--- src/rtl/tick_uart_tx_pkg.sv ---
package tick_uart_tx_pkg;

  // Strobes from the frame controller to the line datapath
  typedef struct packed {
    logic loadByte;   // capture FIFO byte, drive its bit 0
    logic shiftBit;   // drive next stored bit, shift right
    logic forceLow;   // start bit
    logic forceHigh;  // idle, stop, abort
  } txCtrl_t;

endpackage

--- src/rtl/tx_bit_divider.sv ---
module tx_bit_divider #(
  parameter int TICKS_PER_BIT = 3
) (
  input  logic clk,
  input  logic rstN,
  input  logic tickEn,
  output logic bitStb
);
  localparam int CNT_W = (TICKS_PER_BIT > 1) ? $clog2(TICKS_PER_BIT) : 1;
  localparam logic [CNT_W-1:0] LAST_CNT = CNT_W'(TICKS_PER_BIT - 1);

  logic [CNT_W-1:0] tickCnt;

  assign bitStb = tickEn && (tickCnt == LAST_CNT);

  always_ff @(posedge clk or negedge rstN) begin
    if (!rstN) begin
      tickCnt <= '0;
    end else if (tickEn) begin
      if (tickCnt == LAST_CNT) tickCnt <= '0;
      else                     tickCnt <= tickCnt + CNT_W'(1);
    end
  end
endmodule

--- src/rtl/tx_frame_ctrl.sv ---
module tx_frame_ctrl
  import tick_uart_tx_pkg::*;
#(
  parameter int DATA_W  = 8,
  parameter int STATE_W = 4
) (
  input  logic               clk,
  input  logic               rstN,
  input  logic               bitStb,
  input  logic               fifoEmpty,
  output logic               fifoRd,
  output logic [STATE_W-1:0] txState,
  output txCtrl_t            ctrl
);
  localparam logic [STATE_W-1:0] ST_IDLE  = '0;
  localparam logic [STATE_W-1:0] ST_START = STATE_W'(1);
  localparam logic [STATE_W-1:0] ST_FIRST = STATE_W'(2);
  localparam logic [STATE_W-1:0] ST_STOP  = STATE_W'(DATA_W + 2);

  logic [STATE_W-1:0] nextState;

  always_comb begin
    nextState = txState;
    ctrl      = '0;
    fifoRd    = 1'b0;
    if (bitStb) begin
      if (txState == ST_IDLE) begin
        ctrl.forceHigh = 1'b1;
        if (!fifoEmpty) nextState = ST_START;
      end else if (txState == ST_START) begin
        ctrl.forceLow = 1'b1;
        nextState     = ST_FIRST;
      end else if (txState == ST_FIRST) begin
        if (fifoEmpty) begin
          ctrl.forceHigh = 1'b1;
          nextState      = ST_IDLE;
        end else begin
          fifoRd        = 1'b1;
          ctrl.loadByte = 1'b1;
          nextState     = txState + STATE_W'(1);
        end
      end else if (txState < ST_STOP) begin
        ctrl.shiftBit = 1'b1;
        nextState     = txState + STATE_W'(1);
      end else if (txState == ST_STOP) begin
        ctrl.forceHigh = 1'b1;
        nextState      = txState + STATE_W'(1);
      end else begin
        nextState = ST_IDLE;  // end state (or any unused code)
      end
    end
  end

  always_ff @(posedge clk or negedge rstN) begin
    if (!rstN) txState <= ST_IDLE;
    else       txState <= nextState;
  end
endmodule

--- src/rtl/tx_shift_path.sv ---
module tx_shift_path
  import tick_uart_tx_pkg::*;
#(
  parameter int DATA_W = 8
) (
  input  logic              clk,
  input  logic              rstN,
  input  txCtrl_t           ctrl,
  input  logic [DATA_W-1:0] fifoData,
  output logic              serOut
);
  logic [DATA_W-1:0] shiftReg;

  always_ff @(posedge clk or negedge rstN) begin
    if (!rstN) begin
      shiftReg <= '0;
      serOut   <= 1'b1;
    end else if (ctrl.loadByte) begin
      serOut   <= fifoData[0];
      shiftReg <= {1'b0, fifoData[DATA_W-1:1]};
    end else if (ctrl.shiftBit) begin
      serOut   <= shiftReg[0];
      shiftReg <= {1'b0, shiftReg[DATA_W-1:1]};
    end else if (ctrl.forceLow) begin
      serOut <= 1'b0;
    end else if (ctrl.forceHigh) begin
      serOut <= 1'b1;
    end
  end
endmodule

--- src/rtl/tick_uart_tx.sv ---
module tick_uart_tx
  import tick_uart_tx_pkg::*;
#(
  parameter int DATA_W        = 8,
  parameter int TICKS_PER_BIT = 3
) (
  input  logic              clk,
  input  logic              rstN,
  input  logic              tickEn,
  input  logic              fifoEmpty,
  input  logic [DATA_W-1:0] fifoData,
  output logic              fifoRd,
  output logic              serOut
);
  localparam int STATE_W = $clog2(DATA_W + 4);

  logic               bitStb;
  logic [STATE_W-1:0] txState;
  txCtrl_t            ctrl;

  tx_bit_divider #(.TICKS_PER_BIT(TICKS_PER_BIT)) i_divider (
    .clk(clk), .rstN(rstN), .tickEn(tickEn), .bitStb(bitStb)
  );

  tx_frame_ctrl #(.DATA_W(DATA_W), .STATE_W(STATE_W)) i_ctrl (
    .clk(clk), .rstN(rstN), .bitStb(bitStb), .fifoEmpty(fifoEmpty),
    .fifoRd(fifoRd), .txState(txState), .ctrl(ctrl)
  );

  tx_shift_path #(.DATA_W(DATA_W)) i_path (
    .clk(clk), .rstN(rstN), .ctrl(ctrl), .fifoData(fifoData), .serOut(serOut)
  );
endmodule

--- config.mk ---
export PLATFORM = sky130hd
export DESIGN_NAME = tick_uart_tx
export DESIGN_NICKNAME = d
export VERILOG_FILES = /design/src/rtl/tick_uart_tx_pkg.sv /design/src/rtl/tx_bit_divider.sv /design/src/rtl/tx_frame_ctrl.sv /design/src/rtl/tx_shift_path.sv /design/src/rtl/tick_uart_tx.sv
export SDC_FILE = /design/constraint.sdc
export NUM_CORES = 1
export LEC_CHECK = 0
export ABC_AREA = 0
export BUFFER_PORTS_ARGS = -buffer_cell sky130_fd_sc_hd__buf_2
export CORE_MARGIN = 2
export CORE_UTILIZATION = 48
export CTS_BUF_LIST = sky130_fd_sc_hd__clkbuf_4 sky130_fd_sc_hd__clkbuf_8 sky130_fd_sc_hd__clkbuf_16
export DETAILED_ROUTE_END_ITERATION = 7
export GPL_TIMING_DRIVEN = 0
export HOLD_SLACK_MARGIN = 0.05
export PLACE_DENSITY = 0.68
export SETUP_SLACK_MARGIN = 0.02
export SYNTH_ARGS = -nofsm -noshare
export SYNTH_HDL_FRONTEND = slang
export SYNTH_SLANG_ARGS = --single-unit
--- constraint.sdc ---
create_clock -name clk -period 2.2 [get_ports clk]
set_input_delay 0.22 -clock clk [delete_from_list [all_inputs] [get_ports clk]]
set_output_delay 0.22 -clock clk [all_outputs]
set_load 0.03 [all_outputs]
==> results of run 1 <==
-- synthesized netlist by cell type (all sizes together), types with 2 or more instances --
library cell and instances:
dfrtp 13, o21ai 8, inv 6, o22ai 6, nor2 5, a21oi 4, a2bb2oi 4, ha 4
a22oi 3, nand2 3, buf 2, mux2i 2, nand2b 2, nand3 2, nor2b 2, o31ai 2
-- what timing repair did --
item / in CTS / in global routing
hold buffers: 1 / 0
gates resized for setup: 2 / 4
setup endpoints to repair: 1 / 1
buffers inserted: 0 / 1
endpoints found under the hold margin: 13 / 0
pin swaps: 0 / 1
-- registers in the layout, indices dropped and copies added, names as in the netlist --
name               cells
i_path.shiftReg        7
i_ctrl.txState         4
i_divider.tickCnt      2
i_path.serOut          1
-- kinds of logic (layout without fill, tap and decap cells) --
family | after synthesis | count (layout) | synth area share [%]
compound gates | 35 | 35 | 29.2
fa+ha+maj | 4 | 4 | 6.00
buf+inv | 9 | 28 | 5.40
flops | 14 | 14 | 42.1
mux | 2 | 2 | 2.40
simple gates | 20 | 20 | 14.8
-- layout make-up --
cell class	instances	area, µm²	share of cell area, %
sequential	14	353	35.6
buffer	3	22.5	2.27
tap	17	21.3	2.15
inverter	6	22.5	2.27
timing repair buffer	15	85.1	8.59
multi-input combinational	61	450	45.5
clock buffer	4	36.3	3.66
-- how the worst min path moves through the flow --
stage                     depth (start not counted)              endpoint  startpoint  slack, ns
after floorplan                                   0     i_ctrl.txState[0]        rstN      -0.08
after global placement                            1    i_path.shiftReg[5]        rstN       0.13
after CTS                                         2  i_divider.tickCnt[0]      tickEn       0.16
final                                             2  i_divider.tickCnt[0]      tickEn       0.17
after global routing                              2  i_divider.tickCnt[0]      tickEn       0.16
after detailed placement                          1    i_path.shiftReg[6]        rstN       0.13
-- worst register-to-register path, delay by kind of cell (launching register included) --
kind	cells	cell delay [ns]
AO/OA/AOI/OAI	3	0.90
flip-flops	1	0.48
adder cells (fa/ha/maj)	1	0.24
buffers and inverters	1	0.10
AND/OR/NAND/NOR	1	0.09
-- stage by stage --
stage	instances	power, µW	hold WS [ns]
after global placement	114	1040	0.129
after CTS	119	1250	0.158
after detailed placement	114	1050	0.132
after global routing	120	1370	0.158
final	120	1250	0.166
after floorplan	84	918	-0.0756
-- power breakdown --
part / switching, µW / total (µW) / internal (µW)
Sequential: 84.4 / 456 / 371
Combinational: 343 / 615 / 272
Clock: 83.3 / 184 / 100
-- per-layer routing --
layer	GRT usage, %	vias up	wire, µm
met1	26.2	340	825
met2	28.7	16	843
met3	5.56	4	60
met5	0	-	0
met4	7.43	0	18
li1	-	359	-
==> metrics, run 1 <==
status finished, final reports clean; n_diodes 0; CTS Buffer Depth 2; ys flop type dfrtp_1; setup violators final 0; CP cell instances inv_1 > ha_2 > nor4b_4 > nand2_2 > nor2_4 > clkbuf_4; Final Worst Setup Slack 0.169 ns; initial antenna violation count 0; vias 719; Synth Instances 84; Place WS 0.279 ns; Yosys warnings 0; crit-path leading delay family simple AND/OR/NAND/NOR gates; kind of critical path flip-flop to output pin; post-DP HPWL 1220 µm; Skew-Pair Late Insertion Delay 0.27 ns; TritonCTS clock tree yes; final wirelength 1750 µm; Die Y 45.7 µm; Worst EP arrival 1.81 ns; Initial DRC Count 10; Residual DRC 0; Worst EP required 1.98 ns; Buffers & Inverters on Critical Path 2; RR Endpoint i_path.shiftReg[4]; Top Ports 14; GRT Residual Overflow 0; count of buffers from port buffering 13; DR WL/cell 14.6 µm; cell taking the most area after synthesis dfrtp_1; largest net degree at the start of global routing 15; Power Dens Cells 1270 mW/mm²; fin. max-slew vios 0; Final period util 92.3%; core area 0.00167 mm²; Final Skew 0.00439 ns; Total GRT Usage 19.2%; setup_tns 0 ns; top cell type's share of synthesized area 39.0%; Mapped Area 835 µm²; Vias/cell 5.99; crit end category output pin; placer congestion estimate 0.882; crit start category flip-flop; FFs w/ async S/R, synth 100%; CTS clk-pin slew, worst paths 0.09 ns; CP max-delay cell dfrtp_1; VDD IR max 0.647 mV; syn_nets 100; Worst Hold Class primary input to flip-flop; Max-Cap Viols 0; most frequent cells in the layout 12 x dfrtp_1, 12 x buf_2, 7 x o21ai_0; chip width 45.7 µm; RSZ-0062 raised after global routing no; Mean Syn Cell Area 9.94 µm²; fin util 59.3%; wire length of the first global-routing pass 2910 µm; depth of the CTS H-tree 1; Root Driver clkbuf_4; critical path depth 6; Pleak 0.000433 µW; EDFF count, synth 0; FF-to-FF path depth 6; post-synthesis register bit count 14; post-route antenna net violation count 0; crit path max fanout 6; fmax 0.492 GHz; sequential share of the synthesized area 42.1%; initial core utilization 50.0%; CP peak stage delay 0.44 ns; Worst-Margin Slew 0.559 ns; Final Critical Period 2.03 ns; RR Startpoint i_ctrl.txState[1]; r2r setup slk 0.27 ns; clock sinks 14; Core Rows 15; max_slew headroom 62.5%; Layout fillers 148; Area Overhead vs Synth 18.7%; Design Area, Final 991 µm²; synth unique cells 36; Detailed Routing Iterations Pass 1 4; largest cells by area after synthesis dfrtp_1 39%, ha_1 6.0%, o22ai_1 4.5%; Final Hold Viols 0; Total Nets Final 120; Critical Path Start i_ctrl.txState[0]; Die ar. 0.00209 mm²; Area after DPL 921 µm²; share of layout cells above drive strength 1 29.1%; total CTS buffers 3; Setup crit end fifoRd; vias in the first global route 693
Power figures use the tool's default switching activity.
==> run 2, diff against run 1 <==
--- a/config.mk
+++ b/config.mk
@@ -8,12 +8,12 @@
 export ABC_AREA = 0
 export BUFFER_PORTS_ARGS = -buffer_cell sky130_fd_sc_hd__buf_2
 export CORE_MARGIN = 2
-export CORE_UTILIZATION = 48
+export CORE_UTILIZATION = 50
 export CTS_BUF_LIST = sky130_fd_sc_hd__clkbuf_4 sky130_fd_sc_hd__clkbuf_8 sky130_fd_sc_hd__clkbuf_16
 export DETAILED_ROUTE_END_ITERATION = 7
 export GPL_TIMING_DRIVEN = 0
 export HOLD_SLACK_MARGIN = 0.05
-export PLACE_DENSITY = 0.68
+export PLACE_DENSITY = 0.81
 export SETUP_SLACK_MARGIN = 0.02
 export SYNTH_ARGS = -nofsm -noshare
 export SYNTH_HDL_FRONTEND = slang
==> metrics, run 2 (same netlist as run 1, synthesis figures left out) <==
initial core utilization 54.1% (+4.2 points); Die Y 44.9 µm (-1.8%); initial antenna violation count 0 (unchanged); TritonCTS clock tree yes; Area Overhead vs Synth 19.2%; Pleak 0.000434 µW (+0.25%); crit end category output pin; crit path max fanout 6 (unchanged); Final Hold Viols 0 (unchanged); setup_tns 0 ns (unchanged); Area after DPL 920 µm² (-0.14%); fmax 0.501 GHz (+1.8%); vias in the first global route 725 (+4.6%); count of buffers from port buffering 13 (unchanged); Worst EP arrival 1.78 ns (-0.03 ns); DR WL/cell 14.7 µm (+0.84%); Die ar. 0.00201 mm² (-3.6%); max_slew headroom 63.2% (+0.75 points); fin. max-slew vios 0 (unchanged); Total GRT Usage 20.2% (+0.92 points); Total Nets Final 120 (unchanged); Design Area, Final 995 µm² (+0.38%); n_diodes 0 (unchanged); core area 0.00154 mm² (-7.7%); share of layout cells above drive strength 1 29.1% (unchanged); wire length of the first global-routing pass 3020 µm (+3.6%); Power Dens Cells 1280 mW/mm² (+1.2%); Skew-Pair Late Insertion Delay 0.28 ns (about the same); post-route antenna net violation count 0 (unchanged); Critical Path Start i_ctrl.txState[0]; Max-Cap Viols 0 (unchanged); chip width 44.9 µm (-1.8%); post-DP HPWL 1280 µm (+4.5%); RSZ-0062 raised after global routing no; setup violators final 0 (unchanged); Root Driver clkbuf_4; status finished, final reports clean; max reg flops 7 (unchanged); most frequent cells in the layout 12 x dfrtp_1, 12 x buf_2, 7 x o21ai_0; VDD IR max 0.686 mV (+6.0%); Initial DRC Count 27 (+17); Final Skew 0.00513 ns (+0.000740 ns); Detailed Routing Iterations Pass 1 4 (unchanged); clock sinks 14 (unchanged); Final Critical Period 2.00 ns (-0.0353 ns); kind of critical path flip-flop to output pin; Final period util 90.7% (-1.6 points); Top Registers i_path.shiftReg: 7 flops, i_ctrl.txState: 4 flops, i_divider.tickCnt: 2 flops; Top Ports 14 (unchanged); Worst Hold Class primary input to flip-flop; vias 760 (+5.7%); Total Power 1270 µW (+1.6%); Vias/cell 6.39 (+6.6%); Biggest register i_path.shiftReg; RR Startpoint i_ctrl.txState[0]; CTS clk-pin slew, worst paths 0.08 ns (about the same); final wirelength 1750 µm (unchanged); Worst Min Path Start tickEn; placer congestion estimate 0.879 (-0.39%); GRT Residual Overflow 0 (unchanged); total CTS buffers 3 (unchanged); Worst-Margin Slew 0.548 ns (-0.0112 ns); Worst EP required 1.98 ns (about the same); depth of the CTS H-tree 1 (unchanged); CTS Buffer Depth 2 (unchanged); crit start category flip-flop; Core Rows 14 (-1); Residual DRC 0 (unchanged); largest net degree at the start of global routing 15 (unchanged)
run 2: layout make-up:
class,instances,area (µm²)
Multi-Input combinational cell,61,455
Clock buffer,4,36.3
Buffer,3,22.5
Inverter,6,22.5
Tap cell,16,20.0
Sequential cell,14,353
Fill cell,128,547
Timing Repair Buffer,15,85.1
run 2: where the power goes:
part | internal, µW | leakage (µW) | switching, µW
registers | 371 | 0.000166 | 87.5
clock network | 101 | 0.0000210 | 84.5
logic | 280 | 0.000247 | 350
total | 752 | 0.000434 | 522
run 2: layer usage:
layer	wire [µm]	up-vias	global-route usage (%)
met3	81	2	3.60
met4	11	0	11.2
met2	859	26	30.4
met1	795	372	27.3
li1	-	360	-
met5	0	-	0
run 2: path summary, 6_finish.rpt:
path	slack (ns)	endpoint	cells past startpoint
worst min-delay path	0.17	i_divider.tickCnt[0]	2
max in group asynchronous	1.55	i_path.serOut	2
min in group asynchronous	0.36	i_path.shiftReg[5]	2
worst min register to register	0.52	i_path.shiftReg[6]	1
worst max-delay path	0.20	fifoRd	6
worst max register to register	0.27	i_path.shiftReg[5]	6
run 2: worst max-delay path: stages, from the launching register on:
cell      delay, ns
dfrtp_1        0.43
inv_1          0.16
ha_4           0.18
nor4b_4        0.25
nand2_2        0.12
nor2_2         0.13
clkbuf_4       0.21
run 2: timing repair:
| item | CTS | global route |
|---|---|---|
| endpoints found under the hold margin | 13 | 0 |
| pin swaps | 0 | 0 |
| cloned | 0 | 0 |
| buffers inserted | 0 | 1 |
| hold buffers | 1 | 0 |
| setup endpoints to repair | 1 | 1 |
| gates resized for setup | 1 | 5 |
run 2: through the flow:
| stage | std cells | util [%] | hold WS, ns | setup slack (ns) |
|---|---|---|---|---|
| floorplan | 84 | - | -0.0756 | 0.317 |
| global placement | 113 | 59.7 | 0.129 | 0.313 |
| detailed placement | 113 | 59.7 | 0.134 | 0.303 |
| CTS | 118 | 62.8 | 0.153 | 0.0278 |
| global route | 119 | 64.5 | 0.156 | 0.0405 |
| finish | 119 | 64.5 | 0.166 | 0.204 |
==> run 3, diff against run 2 <==
--- a/config.mk
+++ b/config.mk
@@ -7,7 +7,6 @@
 export LEC_CHECK = 0
 export ABC_AREA = 0
 export BUFFER_PORTS_ARGS = -buffer_cell sky130_fd_sc_hd__buf_2
-export CORE_MARGIN = 2
 export CORE_UTILIZATION = 50
 export CTS_BUF_LIST = sky130_fd_sc_hd__clkbuf_4 sky130_fd_sc_hd__clkbuf_8 sky130_fd_sc_hd__clkbuf_16
 export DETAILED_ROUTE_END_ITERATION = 7
==> metrics, run 3 (same netlist as run 1, synthesis figures left out) <==
Final period util 94.8% (+4.1 points); crit start category flip-flop; area occupied by multi-input gates 443 µm² (-2.7%); Initial DRC Count 26 (-3.7%); chip width 42.9 µm (-4.5%); Setup crit end fifoRd; post-DP HPWL 1390 µm (+9.1%); Area Overhead vs Synth 16.8%; commonest non-fill, non-tap cell in the layout dfrtp_1; Layout fillers 128 (unchanged); Biggest register i_path.shiftReg; metal2 WL 908 µm (+5.7%); RR Startpoint i_ctrl.txState[1]; Top Ports 14 (unchanged); most frequent cells in the layout 13 x dfrtp_1, 12 x buf_2, 7 x o21ai_0; Vias/cell 6.49 (+1.6%); Sw Pwr 529 µW (+1.3%); depth of the CTS H-tree 1 (unchanged); max_slew headroom 60.1% (-3.1 points); final wirelength 1900 µm (+8.8%); Clk pwr share 13.6% (-0.9 points); Root Driver clkbuf_4; Final Hold Viols 0 (unchanged); FF-to-FF path depth 6 (unchanged); crit path max fanout 8 (+2); Top Metal Used met4; setup_tns 0 ns (unchanged); GRT Residual Overflow 0 (unchanged); vias in the first global route 706 (-2.6%); Reg power frac 36.6% (+0.6 points); Design Area, Final 975 µm² (-2.0%); met1 wire length 813 µm (+2.3%); Worst EP required 1.98 ns (about the same); metal3 WL 135 µm (+67%); Power Dens Cells 1280 mW/mm² (+0.27%); largest net degree at the start of global routing 15 (unchanged); Die ar. 0.00184 mm² (-8.7%); status finished, final reports clean; kind of critical path flip-flop to output pin; TritonCTS clock tree yes; Logic pwr share 49.8% (+0.3 points); core area 0.00152 mm² (-1.1%); Die Y 42.9 µm (-4.5%); initial core utilization 54.8% (+0.62 points); max reg flops 7 (unchanged); setup violators final 0 (unchanged); DR WL/cell 16.0 µm (+8.8%); Skew-Pair Late Insertion Delay 0.29 ns (about the same); Critical Path Start i_ctrl.txState[1]; count of buffers from port buffering 13 (unchanged); Worst-Margin Slew 0.595 ns (+0.0469 ns); Detailed Routing Iterations Pass 1 4 (unchanged); fin. max-slew vios 0 (unchanged); Area after DPL 920 µm² (unchanged); RSZ-0062 raised after global routing no; Pleak 0.000431 µW (-0.71%); Final Critical Period 2.09 ns (+0.0898 ns); sw frac 42.2% (+1.3 points); CTS clk-pin slew, worst paths 0.09 ns (about the same); placer congestion estimate 0.875 (-0.43%); n_diodes 0 (unchanged); r2r setup slk 0.21 ns (-0.06 ns); Worst Hold Class primary input to flip-flop; fmax 0.479 GHz (-4.3%); Int Power 723 µW (-3.8%); post-route antenna net violation count 0 (unchanged); Sequential Area 352 µm² (-0.35%); initial antenna violation count 0 (unchanged); Top Registers i_path.shiftReg: 7 flops, i_ctrl.txState: 4 flops, i_divider.tickCnt: 2 flops; Final Skew 0.00474 ns (-0.000391 ns); crit end category output pin; Worst EP arrival 1.87 ns (+0.09 ns); total CTS buffers 3 (unchanged); share of layout cells above drive strength 1 27.2% (-1.9 points); CTS Buffer Depth 2 (unchanged); clock sinks 14 (unchanged); Max-Cap Viols 0 (unchanged); worst hold path cell count 2 (unchanged); Core Rows 14 (unchanged); RR Endpoint i_path.shiftReg[4]; Residual DRC 0 (unchanged); Total Nets Final 120 (unchanged); VDD IR max 0.655 mV (-4.5%); vias 772 (+1.6%); wire length of the first global-routing pass 2970 µm (-1.4%); Total GRT Usage 22.4% (+2.2 points)
-- run 3: cell counts in the layout (fill, tap and decap cells not counted) --
Identical to the previous run, type by type.
-- run 3: power groups by stage --
| stage | combinational, µW | sequential (µW) | clock (µW) |
|---|---|---|---|
| global route | 674 | 469 | 180 |
| global placement | 577 | 451 | 0 |
| CTS | 608 | 455 | 173 |
| detailed placement | 602 | 461 | 0 |
| finish | 624 | 458 | 170 |
| floorplan | 463 | 455 | 0 |
-- run 3: layout make-up --
| cell class | count | area share, % |
|---|---|---|
| multi-input combinational | 61 | 45.4 |
| sequential | 14 | 36.1 |
| timing repair buffer | 15 | 8.73 |
| clock buffer | 4 | 3.08 |
| buffer | 3 | 2.31 |
| inverter | 6 | 2.31 |
| tap | 16 | 2.05 |
-- run 3: metrics by stage --
step / total power [µW] / setup WS [ns] / utilization (%) / hold WS, ns / instances
2_1_floorplan: 918 / 0.317 / - / -0.0756 / 84
3_3_place_gp: 1030 / 0.330 / 60.3 / 0.129 / 113
3_5_place_dp: 1060 / 0.236 / 60.3 / 0.131 / 113
4_1_cts: 1240 / 0.0392 / 63.1 / 0.152 / 118
5_1_grt: 1320 / 0.0204 / 64.0 / 0.156 / 119
6_report: 1250 / 0.114 / 64.0 / 0.153 / 119
-- run 3: critical path, cell delays in order, from the launching register on --
cell      delay (ns)
dfrtp_1         0.51
inv_1           0.11
ha_1            0.26
nor2_1          0.23
nand2_2         0.12
nor2_2          0.14
clkbuf_4        0.22
-- run 3: how the worst min path moves through the flow --
stage | endpoint | slack, ns | startpoint
finish | i_path.shiftReg[0] | 0.15 | fifoData[1]
global route | i_path.shiftReg[0] | 0.16 | fifoData[1]
CTS | i_path.shiftReg[6] | 0.15 | fifoData[7]
detailed placement | i_divider.tickCnt[0] | 0.13 | rstN
global placement | i_ctrl.txState[0] | 0.13 | rstN
floorplan | i_ctrl.txState[0] | -0.08 | rstN
-- run 3: layer usage --
| metal | vias up | track usage [%] |
|---|---|---|
| met5 | - | 0 |
| met4 | 0 | 6.88 |
| met3 | 11 | 8.09 |
| met2 | 45 | 38.5 |
| met1 | 357 | 25.7 |
| li1 | 359 | - |
-- run 3: repair_timing --
action | CTS | global route
endpoints found under the hold margin | 13 | 0
setup endpoints to repair | 1 | 1
hold buffers | 1 | 0
resized for setup | 1 | 2
setup buffers | 0 | 1
